==> config.mk <==
export PLATFORM = sky130hd
export DESIGN_NAME = spi_port
export DESIGN_NICKNAME = d
export VERILOG_FILES = /design/src/rtl/spi_port_pkg.sv /design/src/rtl/spi_mclk_gen.sv /design/src/rtl/spi_sclk_sync.sv /design/src/rtl/spi_port.sv
export SDC_FILE = /design/constraint.sdc
export NUM_CORES = 1
export LEC_CHECK = 0
export CORE_MARGIN = 1
export CORE_UTILIZATION = 49
export CTS_CLUSTER_SIZE = 30
export DETAILED_ROUTE_END_ITERATION = 16
export PLACE_DENSITY = 0.88
export SETUP_SLACK_MARGIN = 0.3
export SLEW_MARGIN = 20
export SYNTH_ARGS = -nofsm -noshare
export SYNTH_HDL_FRONTEND = slang
export SYNTH_HIERARCHICAL = 1
export SYNTH_SLANG_ARGS = --single-unit
==> constraint.sdc <==
create_clock -name clk -period 7.6 [get_ports clk]
set_clock_uncertainty 0.1 [all_clocks]
set_input_delay 2.28 -clock clk [delete_from_list [all_inputs] [get_ports clk]]
set_output_delay 2.28 -clock clk [all_outputs]
set_load 0.02 [all_outputs]
==> src/rtl/spi_port_pkg.sv <==
package spi_port_pkg;
  // counter width for the master bit-time sequencer (largest bit time 64)
  localparam int unsigned CNT_W = 6;

  typedef enum logic [1:0] {
    DIV_4  = 2'd0,
    DIV_16 = 2'd1,
    DIV_64 = 2'd2
  } div_sel_e;

  // half of the master bit time, in module clocks
  function automatic logic [CNT_W-1:0] half_period(input logic [1:0] sel);
    case (sel)
      DIV_4:   half_period = CNT_W'(2);
      DIV_16:  half_period = CNT_W'(8);
      default: half_period = CNT_W'(32);
    endcase
  endfunction
endpackage

==> src/rtl/spi_mclk_gen.sv <==
module spi_mclk_gen #(
  parameter int unsigned CNT_W = spi_port_pkg::CNT_W
) (
  input  logic       clk,
  input  logic       rst_n,
  input  logic       run,
  input  logic       tick,
  input  logic [1:0] div_sel,
  input  logic       cpol,
  input  logic       cke,
  output logic       sck,
  output logic       mid_stb,
  output logic       end_stb
);
  logic [CNT_W-1:0] cnt_q, cnt_d;
  logic [CNT_W-1:0] half, last;

  always_comb begin
    half    = spi_port_pkg::half_period(div_sel);
    last    = (half << 1) - 1'b1;
    mid_stb = run & tick & (cnt_q == half - 1'b1);
    end_stb = run & tick & (cnt_q == last);
    if (!run)
      cnt_d = '0;
    else if (tick)
      cnt_d = (cnt_q == last) ? '0 : cnt_q + 1'b1;
    else
      cnt_d = cnt_q;
    if (!run)
      sck = cpol;
    else if (cke)
      sck = cpol ^ (cnt_q >= half);
    else
      sck = cpol ^ (cnt_q < half);
  end

  always_ff @(posedge clk or negedge rst_n) begin
    if (!rst_n) cnt_q <= '0;
    else        cnt_q <= cnt_d;
  end
endmodule

==> src/rtl/spi_sclk_sync.sv <==
module spi_sclk_sync #(
  parameter int unsigned STAGES = 2
) (
  input  logic clk,
  input  logic rst_n,
  input  logic sck_in,
  input  logic sdi,
  input  logic cpol,
  output logic lead_stb,
  output logic trail_stb,
  output logic sdi_s
);
  logic [STAGES-1:0] sck_sh, sdi_sh;
  logic              sck_prev;
  logic              sck_s;

  always_comb begin
    sck_s     = sck_sh[STAGES-1];
    sdi_s     = sdi_sh[STAGES-1];
    lead_stb  = (sck_s != sck_prev) & (sck_s != cpol);
    trail_stb = (sck_s != sck_prev) & (sck_s == cpol);
  end

  always_ff @(posedge clk or negedge rst_n) begin
    if (!rst_n) begin
      sck_sh   <= '0;
      sdi_sh   <= '0;
      sck_prev <= 1'b0;
    end else begin
      sck_sh   <= {sck_sh[STAGES-2:0], sck_in};
      sdi_sh   <= {sdi_sh[STAGES-2:0], sdi};
      sck_prev <= sck_s;
    end
  end
endmodule

==> src/rtl/spi_port.sv <==
module spi_port #(
  parameter int unsigned DATA_W      = 8,
  parameter int unsigned SYNC_STAGES = 2
) (
  input  logic              clk,
  input  logic              rst_n,
  input  logic              clk_en,
  input  logic              port_en,
  input  logic              master,
  input  logic              cpol,
  input  logic              cke,
  input  logic              smp,
  input  logic [1:0]        div_sel,
  input  logic              irq_en,
  input  logic              wr_en,
  input  logic [DATA_W-1:0] wr_data,
  input  logic              rd_en,
  input  logic              wcol_clr,
  input  logic              ovf_clr,
  input  logic              irq_clr,
  input  logic              sck_in,
  input  logic              sdi,
  output logic              sck_out,
  output logic              sdo,
  output logic              busy,
  output logic [DATA_W-1:0] rd_data,
  output logic              buf_full,
  output logic              wcol,
  output logic              ovf,
  output logic              irq_flag,
  output logic              irq_out
);
  localparam int unsigned CNT_W = spi_port_pkg::CNT_W;
  localparam int unsigned BIT_W = $clog2(DATA_W);

  // reset: asserted asynchronously, released on the clock
  logic [1:0] rst_sh;
  logic       rst_i;
  always_ff @(posedge clk or negedge rst_n) begin
    if (!rst_n) rst_sh <= '0;
    else        rst_sh <= {rst_sh[0], 1'b1};
  end
  assign rst_i = rst_sh[1];

  logic [DATA_W-1:0] sr_q, sr_d, buf_q, buf_d, new_byte;
  logic [BIT_W-1:0]  bit_q, bit_d;
  logic busy_q, busy_d, samp_q, samp_d;
  logic full_q, full_d, wcol_q, wcol_d, ovf_q, ovf_d, irq_q, irq_d;
  logic sck_m, mid_stb, end_stb;
  logic lead_stb, trail_stb, sdi_s;
  logic slv_on, slv_stb, xfer_act, wr_ok, wr_bad;
  logic shift_now, in_bit, last_bit, done;

  spi_mclk_gen #(.CNT_W(CNT_W)) u_mclk (
    .clk(clk), .rst_n(rst_i), .run(busy_q & port_en), .tick(clk_en),
    .div_sel(div_sel), .cpol(cpol), .cke(cke),
    .sck(sck_m), .mid_stb(mid_stb), .end_stb(end_stb)
  );

  spi_sclk_sync #(.STAGES(SYNC_STAGES)) u_ssync (
    .clk(clk), .rst_n(rst_i), .sck_in(sck_in), .sdi(sdi), .cpol(cpol),
    .lead_stb(lead_stb), .trail_stb(trail_stb), .sdi_s(sdi_s)
  );

  always_comb begin
    slv_on    = port_en & ~master;
    slv_stb   = slv_on & (cke ? lead_stb : trail_stb);
    xfer_act  = busy_q | (slv_on & (bit_q != '0));
    wr_ok     = wr_en & port_en & ~xfer_act;
    wr_bad    = wr_en & port_en & xfer_act;
    shift_now = port_en & (master ? end_stb : slv_stb);
    in_bit    = master ? (smp ? sdi : samp_q) : sdi_s;
    last_bit  = (bit_q == BIT_W'(DATA_W - 1));
    done      = shift_now & last_bit;
    new_byte  = {sr_q[DATA_W-2:0], in_bit};

    sr_d   = sr_q;
    bit_d  = bit_q;
    busy_d = busy_q;
    samp_d = samp_q;
    buf_d  = buf_q;
    full_d = full_q;
    wcol_d = wcol_q;
    ovf_d  = ovf_q;
    irq_d  = irq_q;

    if (mid_stb) samp_d = sdi;

    // shift engine
    if (!port_en) begin
      busy_d = 1'b0;
      bit_d  = '0;
    end else if (wr_ok) begin
      sr_d   = wr_data;
      bit_d  = '0;
      busy_d = master;
    end else if (shift_now) begin
      sr_d  = new_byte;
      bit_d = bit_q + 1'b1;
      if (last_bit) busy_d = 1'b0;
    end

    // status
    if (wcol_clr) wcol_d = 1'b0;
    if (wr_bad)   wcol_d = 1'b1;
    if (ovf_clr)  ovf_d  = 1'b0;
    if (irq_clr)  irq_d  = 1'b0;
    if (done) begin
      irq_d = 1'b1;
      if (full_q) begin
        ovf_d = 1'b1;
      end else begin
        buf_d  = new_byte;
        full_d = 1'b1;
      end
    end else if (rd_en) begin
      full_d = 1'b0;
    end
  end

  always_ff @(posedge clk or negedge rst_i) begin
    if (!rst_i) begin
      sr_q   <= '0;
      bit_q  <= '0;
      busy_q <= 1'b0;
      samp_q <= 1'b0;
      buf_q  <= '0;
      full_q <= 1'b0;
      wcol_q <= 1'b0;
      ovf_q  <= 1'b0;
      irq_q  <= 1'b0;
    end else begin
      sr_q   <= sr_d;
      bit_q  <= bit_d;
      busy_q <= busy_d;
      samp_q <= samp_d;
      buf_q  <= buf_d;
      full_q <= full_d;
      wcol_q <= wcol_d;
      ovf_q  <= ovf_d;
      irq_q  <= irq_d;
    end
  end

  assign sck_out  = (port_en & master) ? sck_m : cpol;
  assign sdo      = port_en & sr_q[DATA_W-1];
  assign busy     = busy_q;
  assign rd_data  = buf_q;
  assign buf_full = full_q;
  assign wcol     = wcol_q;
  assign ovf      = ovf_q;
  assign irq_flag = irq_q;
  assign irq_out  = irq_q & irq_en;
endmodule

### Yosys cells after proc, flatten, opt, wreduce, memory -nomap -nowiden

Cells that the tools add are included.

| operators by class | value |
|---|---|
| bitwise gates (word level) | 23 |
| add/subtract/negate cells | 4 |
| $lt $le $gt $ge | 2 |
| mux-type cells | 29 |
| reduce and logical (&&, ||, !) cells | 9 |
| eq/ne operators | 10 |

Operators by type and width:

| cell | number |
|---|---|
| two-way mux 1 bit | 20 |
| two-way mux 6 bit | 3 |
| AND 1 bit | 17 |
| two-way mux 8 bit | 2 |
| equality test 6 bit | 2 |
| case mux 6 bit (2 select lines) | 1 |
| subtractor 6 x 1 -> 6 bit, second input constant | 2 |
| two-way mux 3 bit | 3 |
| nonzero test 2 bit | 4 |
| adder 6 x 1 -> 6 bit, second input constant | 1 |
| >= comparator 6 bit | 1 |
| < comparator 6 bit | 1 |
| != test 3 x 1 -> 1 bit, second input constant | 2 |
| AND reduction 2 bit | 3 |
| adder 3 x 1 -> 3 bit, second input constant | 1 |
| equality test 3 bit, second input constant | 1 |
| inverter 1 bit | 3 |
| nonzero test 3 bit | 1 |
| equality test 2 x 1 -> 1 bit, second input constant | 1 |
| logical NOT 2 bit | 1 |
| != test 1 bit | 2 |
| != test 2 bit, second input constant | 1 |
| bitwise XOR 1 bit | 2 |
| equality test 1 bit | 1 |
| OR 1 bit | 1 |

| word-level totals | value |
|---|---|
| output and inout bits | 16 |
| flip-flop bits (word level) | 38 |
| word-level logic and storage cells | 91 |
| input port bits | 26 |

### Longest topological paths before layout

| depth | value |
|---|---|
| word-level depth | 10 |
| mapped depth | 12 |
| depth with buffers taken out | 11 |

### Hierarchy

Netlist, hierarchy kept.

By module, submodules not included:

| module | cells an instance | area each (µm²) | seq. area each (µm²) | instances |
|---|---|---|---|---|
| spi_port | 103 | 1,281.2 | 675.6 | 1 |
| spi_mclk_gen | 66 | 589.3 | 150.1 | 1 |
| spi_sclk_sync | 9 | 158.9 | 125.1 | 1 |

### Worst setup path before layout

OpenSTA, ideal clock, no wires.

| path | value |
|---|---|
| path kind | input to output |
| start | in div_sel[1] |
| end | out sck_out |
| required time | 5.220 ns |
| buffers on the path | 0 |
| stages | 8 |
| arrival time | 3.825 ns |
| slack | 1.395 ns |
| cells stage by stage | inv_1 nand2_1 ha_1 or4b_4 o211ai_2 o221ai_2 xnor2_1 mux2_2 |

| between the ends | value |
|---|---|
| longest elaborated chain between the ends | 7 |
| elaborated cells on any way between the ends | 10 |
| classes of those cells | order compare (2); eq/ne (1); mux (4); bitwise (2); reduce/logical (1) |

RTL lines:

| item | line | RTL |
|---|---|---|
| start: declaration | spi_port.sv:13 | `input logic [1:0] div_sel,` |
| equality test 2 x 1 -> 1 bit / logical NOT 2 bit (equally long branches) | spi_port_pkg.sv:13 | `case (sel)` |
| case mux 6 bit (2 select lines) (*) | spi_port_pkg.sv:13 |  |
| < comparator 6 bit / >= comparator 6 bit (equally long branches) | spi_mclk_gen.sv:34, spi_mclk_gen.sv:32 |  |
| bitwise XOR 1 bit, on equally long branches | spi_mclk_gen.sv:34, spi_mclk_gen.sv:32 |  |
| two-way mux 1 bit (*) | spi_mclk_gen.sv:31 | `else if (cke)` |
| two-way mux 1 bit (*) | spi_mclk_gen.sv:29 | `if (!run)` |
| via sck_m | spi_port.sv:49 | `logic sck_m, mid_stb, end_stb;` |
| two-way mux 1 bit (*) | spi_port.sv:145 | `assign sck_out = (port_en & master) ? sck_m : cpol;` |
| end: declaration | spi_port.sv:23 | `output logic sck_out,` |

Mark *: on every way through the listed nets, which the timed path passes. The rest lies on a longest branch.

### Final worst setup path

Same ends and word-level chain as after synthesis.

==> results.txt <==
----------------------------------------------------
[Timing]
  Summed negative setup slack over all endpoints ... 0 ns
  Fin Hold WS ... between 0.15 and 0.2 ns
  RSZ-0062 raised after global routing ... false
  Final Cycle Share ... 0.913
  Max Transition Viols Final ... 0
  F_max ... around 140 MHz
  Final setup fails ... 0
  Final critical delay including setup and external delays ... 6.94 ns
  Headroom to the max-slew limit ... 0.588
  Tightest Pin Transition ... 0.617 ns
  Final count of hold timing violations ... 0

[Clock network]
  Later-pin clock latency in the skew report ... between 0.2 and 0.3 ns
  Clock transition at the registers of the reported paths ... around 0.08 ns
  CTS sink count ... 38
  Root cell of the clock tree ... sky130_fd_sc_hd__clkbuf_8
  Post CTS Setup Buffer Count ... 0
  H-tree lvl count ... 2
  Buffer depth of the longest clock path ... 2
  Total CTS buffers ... 5
  CTS tree ... done

[Yosys]
  Fraction of registers with async set/reset ... 1.00
  Post-synthesis instance area ... between 2000 and 2500 sq um
  Portion of synthesized cell area occupied by the leading cell type ... 0.469
  Net count after synthesis ... ~210
  Synth warnings ... 6
  Yosys cell types ... 45
  Most used flip-flop cell after synthesis ... sky130_fd_sc_hd__dfrtp_1
  Cell with the most instances after synthesis ... sky130_fd_sc_hd__dfrtp_1
  Synthesized area per cell ... between 10 and 15 sq um
  Leading cell types by count after synthesis ... sky130_fd_sc_hd__dfrtp_1 (38), sky130_fd_sc_hd__nand2_1 (18), sky130_fd_sc_hd__mux2i_1 (13)
  Main area contributors after synthesis ... sky130_fd_sc_hd__dfrtp_1 (47%), sky130_fd_sc_hd__mux2i_1 (6.4%), sky130_fd_sc_hd__mux2_2 (5.0%)
  Post-synthesis cell count ... ~180
  Number of synthesized flops with an enable pin ... 0
  Largest area contributor in the synthesized netlist ... sky130_fd_sc_hd__dfrtp_1
  Register area share after synthesis ... 0.469
  Total of flip-flops plus latches after synthesis ... 38

[Global routing]
  First-pass GRT wire length ... approximately 6200 um
  Overall routing resource usage ... 0.190
  Grt total ovfl ... 0
  Initial antenna violation count ... 0
  Largest net degree at the start of global routing ... 37
  Via count of the first global-routing pass ... between 1000 and 1500

[Worst setup path]
  CP required ... about 5.2 ns
  Element type at the critical path end ... output port
  Max FO, Critical Path ... 4
  Worst setup SP type ... input port
  Type of the worst setup path ... input port to output port
  Data arrival, critical path ... 4.56 ns

[Floorplanning]
  Standard-cell rows ... 23
  Total die area ... ~4400 sq um
  Starting utilization of the core area ... 0.507
  Die Wd ... ~66 um
  Height of the die ... approximately 66 um
  Total core area ... approximately 4000 sq um
  I/O Pins ... 42

[Final layout]
  P&R area growth vs syn ... 25.8%
  Number of nets in the layout ... approximately 260
  N_diodes ... 0
  Share of cells above drive strength 1 ... 0.135
  Number of filler instances in the final layout ... around 330
  Post-Layout Inst Area ... 2550 sq um

[Detailed routing]
  Number of DRC violations after detailed-routing iteration 0 ... 42
  Post-detailed-route count of antenna-violating nets ... 0
  DRT Wirelength ... between 3000 and 4000 um
  Vias ... ~1400
  Average routed wire per standard cell ... approximately 13 um
  Post-detailed-route via-to-cell ratio ... 5.25
  Count of TritonRoute iterations in the first routing pass ... 4
  Drt drc ... 0

[Outcome]
  Outcome ... finished clean

[Power]
  Total leakage power ... ~1.2 nW
  VDD IR max ... approximately 0.15 mV
  Pwr/cell area ... approximately 170 nW/um^2

[Placement]
  DP Wirelength ... 2650 um
  Routability congestion estimate ... between 0.8 and 0.9
  I/O Buffers ... roughly 40
  Cell Area, Placed ... approximately 2500 sq um

[Min path]
  Worst min path class ... register to asynchronous set/reset pin

[Flow run]
  Max-cap check violation count ... 0

----------------------------------------------------
path summary, 6_finish.rpt:
kind / startpoint / end / slack (ns) / cells past startpoint
max in group asynchronous: rst_n / rst_sh[0]$_DFF_PN0_ / 5.23 / 1
min in group clk: rst_sh[0]$_DFF_PN0_ / rst_sh[1]$_DFF_PN0_ / 0.25 / 0
hold reg to reg: rst_sh[1]$_DFF_PN0_ / sr_q[0]$_DFFE_PN0P_ / 0.19 / 1
hold / removal: rst_sh[1]$_DFF_PN0_ / sr_q[0]$_DFFE_PN0P_ / 0.19 / 1
setup reg to reg: u_mclk/cnt_q[5]$_DFFE_PN0P_ / rd_data[0]$_DFFE_PN0P_ / 5.04 / 8
setup / recovery: div_sel[1] / sck_out / 0.66 / 10
cells in the final DEF, fill, tap and decap left out, types with 2 or more instances in the layout:
| master | n |
|---|---|
| sky130_fd_sc_hd__mux2_4 | 2 |
| sky130_fd_sc_hd__mux2_2 | 9 |
| sky130_fd_sc_hd__o22ai_1 | 2 |
| sky130_fd_sc_hd__clkbuf_8 | 6 |
| sky130_fd_sc_hd__ha_1 | 8 |
| sky130_fd_sc_hd__inv_1 | 12 |
| sky130_fd_sc_hd__nand2b_1 | 3 |
| sky130_fd_sc_hd__dfrtp_1 | 38 |
| sky130_fd_sc_hd__mux2i_1 | 13 |
| sky130_fd_sc_hd__nor2_1 | 8 |
| sky130_fd_sc_hd__xor2_1 | 4 |
| sky130_fd_sc_hd__xnor2_1 | 7 |
| sky130_fd_sc_hd__a21oi_1 | 2 |
| sky130_fd_sc_hd__clkdlybuf4s50_1 | 40 |
| sky130_fd_sc_hd__nor2b_1 | 2 |
| sky130_fd_sc_hd__a32o_1 | 4 |
| sky130_fd_sc_hd__nand2_1 | 18 |
| sky130_fd_sc_hd__nand3_1 | 2 |
| sky130_fd_sc_hd__o21ai_0 | 11 |
| sky130_fd_sc_hd__and2_1 | 4 |
worst max-delay path, cell delays in order:
cell,delay [ns]
sky130_fd_sc_hd__clkdlybuf4s50_1,0.46
sky130_fd_sc_hd__inv_1,0.10
sky130_fd_sc_hd__nand2_1,0.07
sky130_fd_sc_hd__ha_1,0.29
sky130_fd_sc_hd__or4b_4,0.45
sky130_fd_sc_hd__o211ai_2,0.18
sky130_fd_sc_hd__o221ai_2,0.13
sky130_fd_sc_hd__xnor2_1,0.14
sky130_fd_sc_hd__mux2_2,0.25
sky130_fd_sc_hd__dlymetal6s2s_1,0.20
report_power, final:
part           internal [mW]  total [mW]  switching, mW
logic                 0.0341      0.0658         0.0316
registers              0.216       0.226         0.0102
clock network         0.0729       0.143         0.0701
total                  0.323       0.435          0.112
logic make-up (layout without fill, tap and decap cells):
group | Yosys count | count (layout) | synth area share
muxes | 24 | 24 | 0.129
xor gates and xnor gates | 11 | 11 | 0.0475
adders and majority gates | 8 | 8 | 0.0493
other | 1 | 1 | 0.00185
and+or+nand+nor | 47 | 47 | 0.121
buffers and inverters | 18 | 62 | 0.0493
AOI/OAI and AO/OA | 31 | 31 | 0.133
DFF | 38 | 38 | 0.469
final cells by class:
cell class              instances  area (sq um)  share of cell area
multi-input cells             122           978               0.383
well taps                      50          62.6              0.0245
repair buffers                 42           420               0.165
clock inverters                 2          12.5             0.00490
flip-flops and latches         38           951               0.373
inverters                      12          45.0              0.0176
clock buffers                   6          82.6              0.0324
flip-flops by register name, summed over array words and instances (netlist names):
| signal | count |
|---|---|
| rd_data | 8 |
| sr_q | 8 |
| u_mclk/cnt_q | 6 |
| bit_q | 3 |
| rst_sh | 2 |
| u_ssync/sck_sh | 2 |
| u_ssync/sdi_sh | 2 |
| buf_full | 1 |
| busy | 1 |
| irq_flag | 1 |
| ovf | 1 |
| samp_q | 1 |
| u_ssync/sck_prev | 1 |
| wcol | 1 |
metal layers:
layer | global-route usage | share of wire
met5 | 0 | 0
met4 | 0.0718 | 0.013
met3 | 0.0483 | 0.032
met2 | 0.307 | 0.49
met1 | 0.244 | 0.46
timing repair:
| item | CTS | global route |
|---|---|---|
| resized for setup | 0 | 1 |
| endpoints found under the setup margin | 0 | 1 |
| endpoints found under the hold margin | 0 | 0 |
| hold buffers | 0 | 0 |
metrics by stage:
stage,std cells,power [mW],worst slack [ns],util
3_5_place_dp,264,0.296,0.317,0.614
6_report,272,0.435,0.665,0.638
4_1_cts,272,0.441,0.312,0.637
2_1_floorplan,178,0.268,1.40,-
3_3_place_gp,264,0.293,0.358,0.614
5_1_grt,272,0.458,0.544,0.638
No activity file was read; power rests on OpenSTA's default activity.
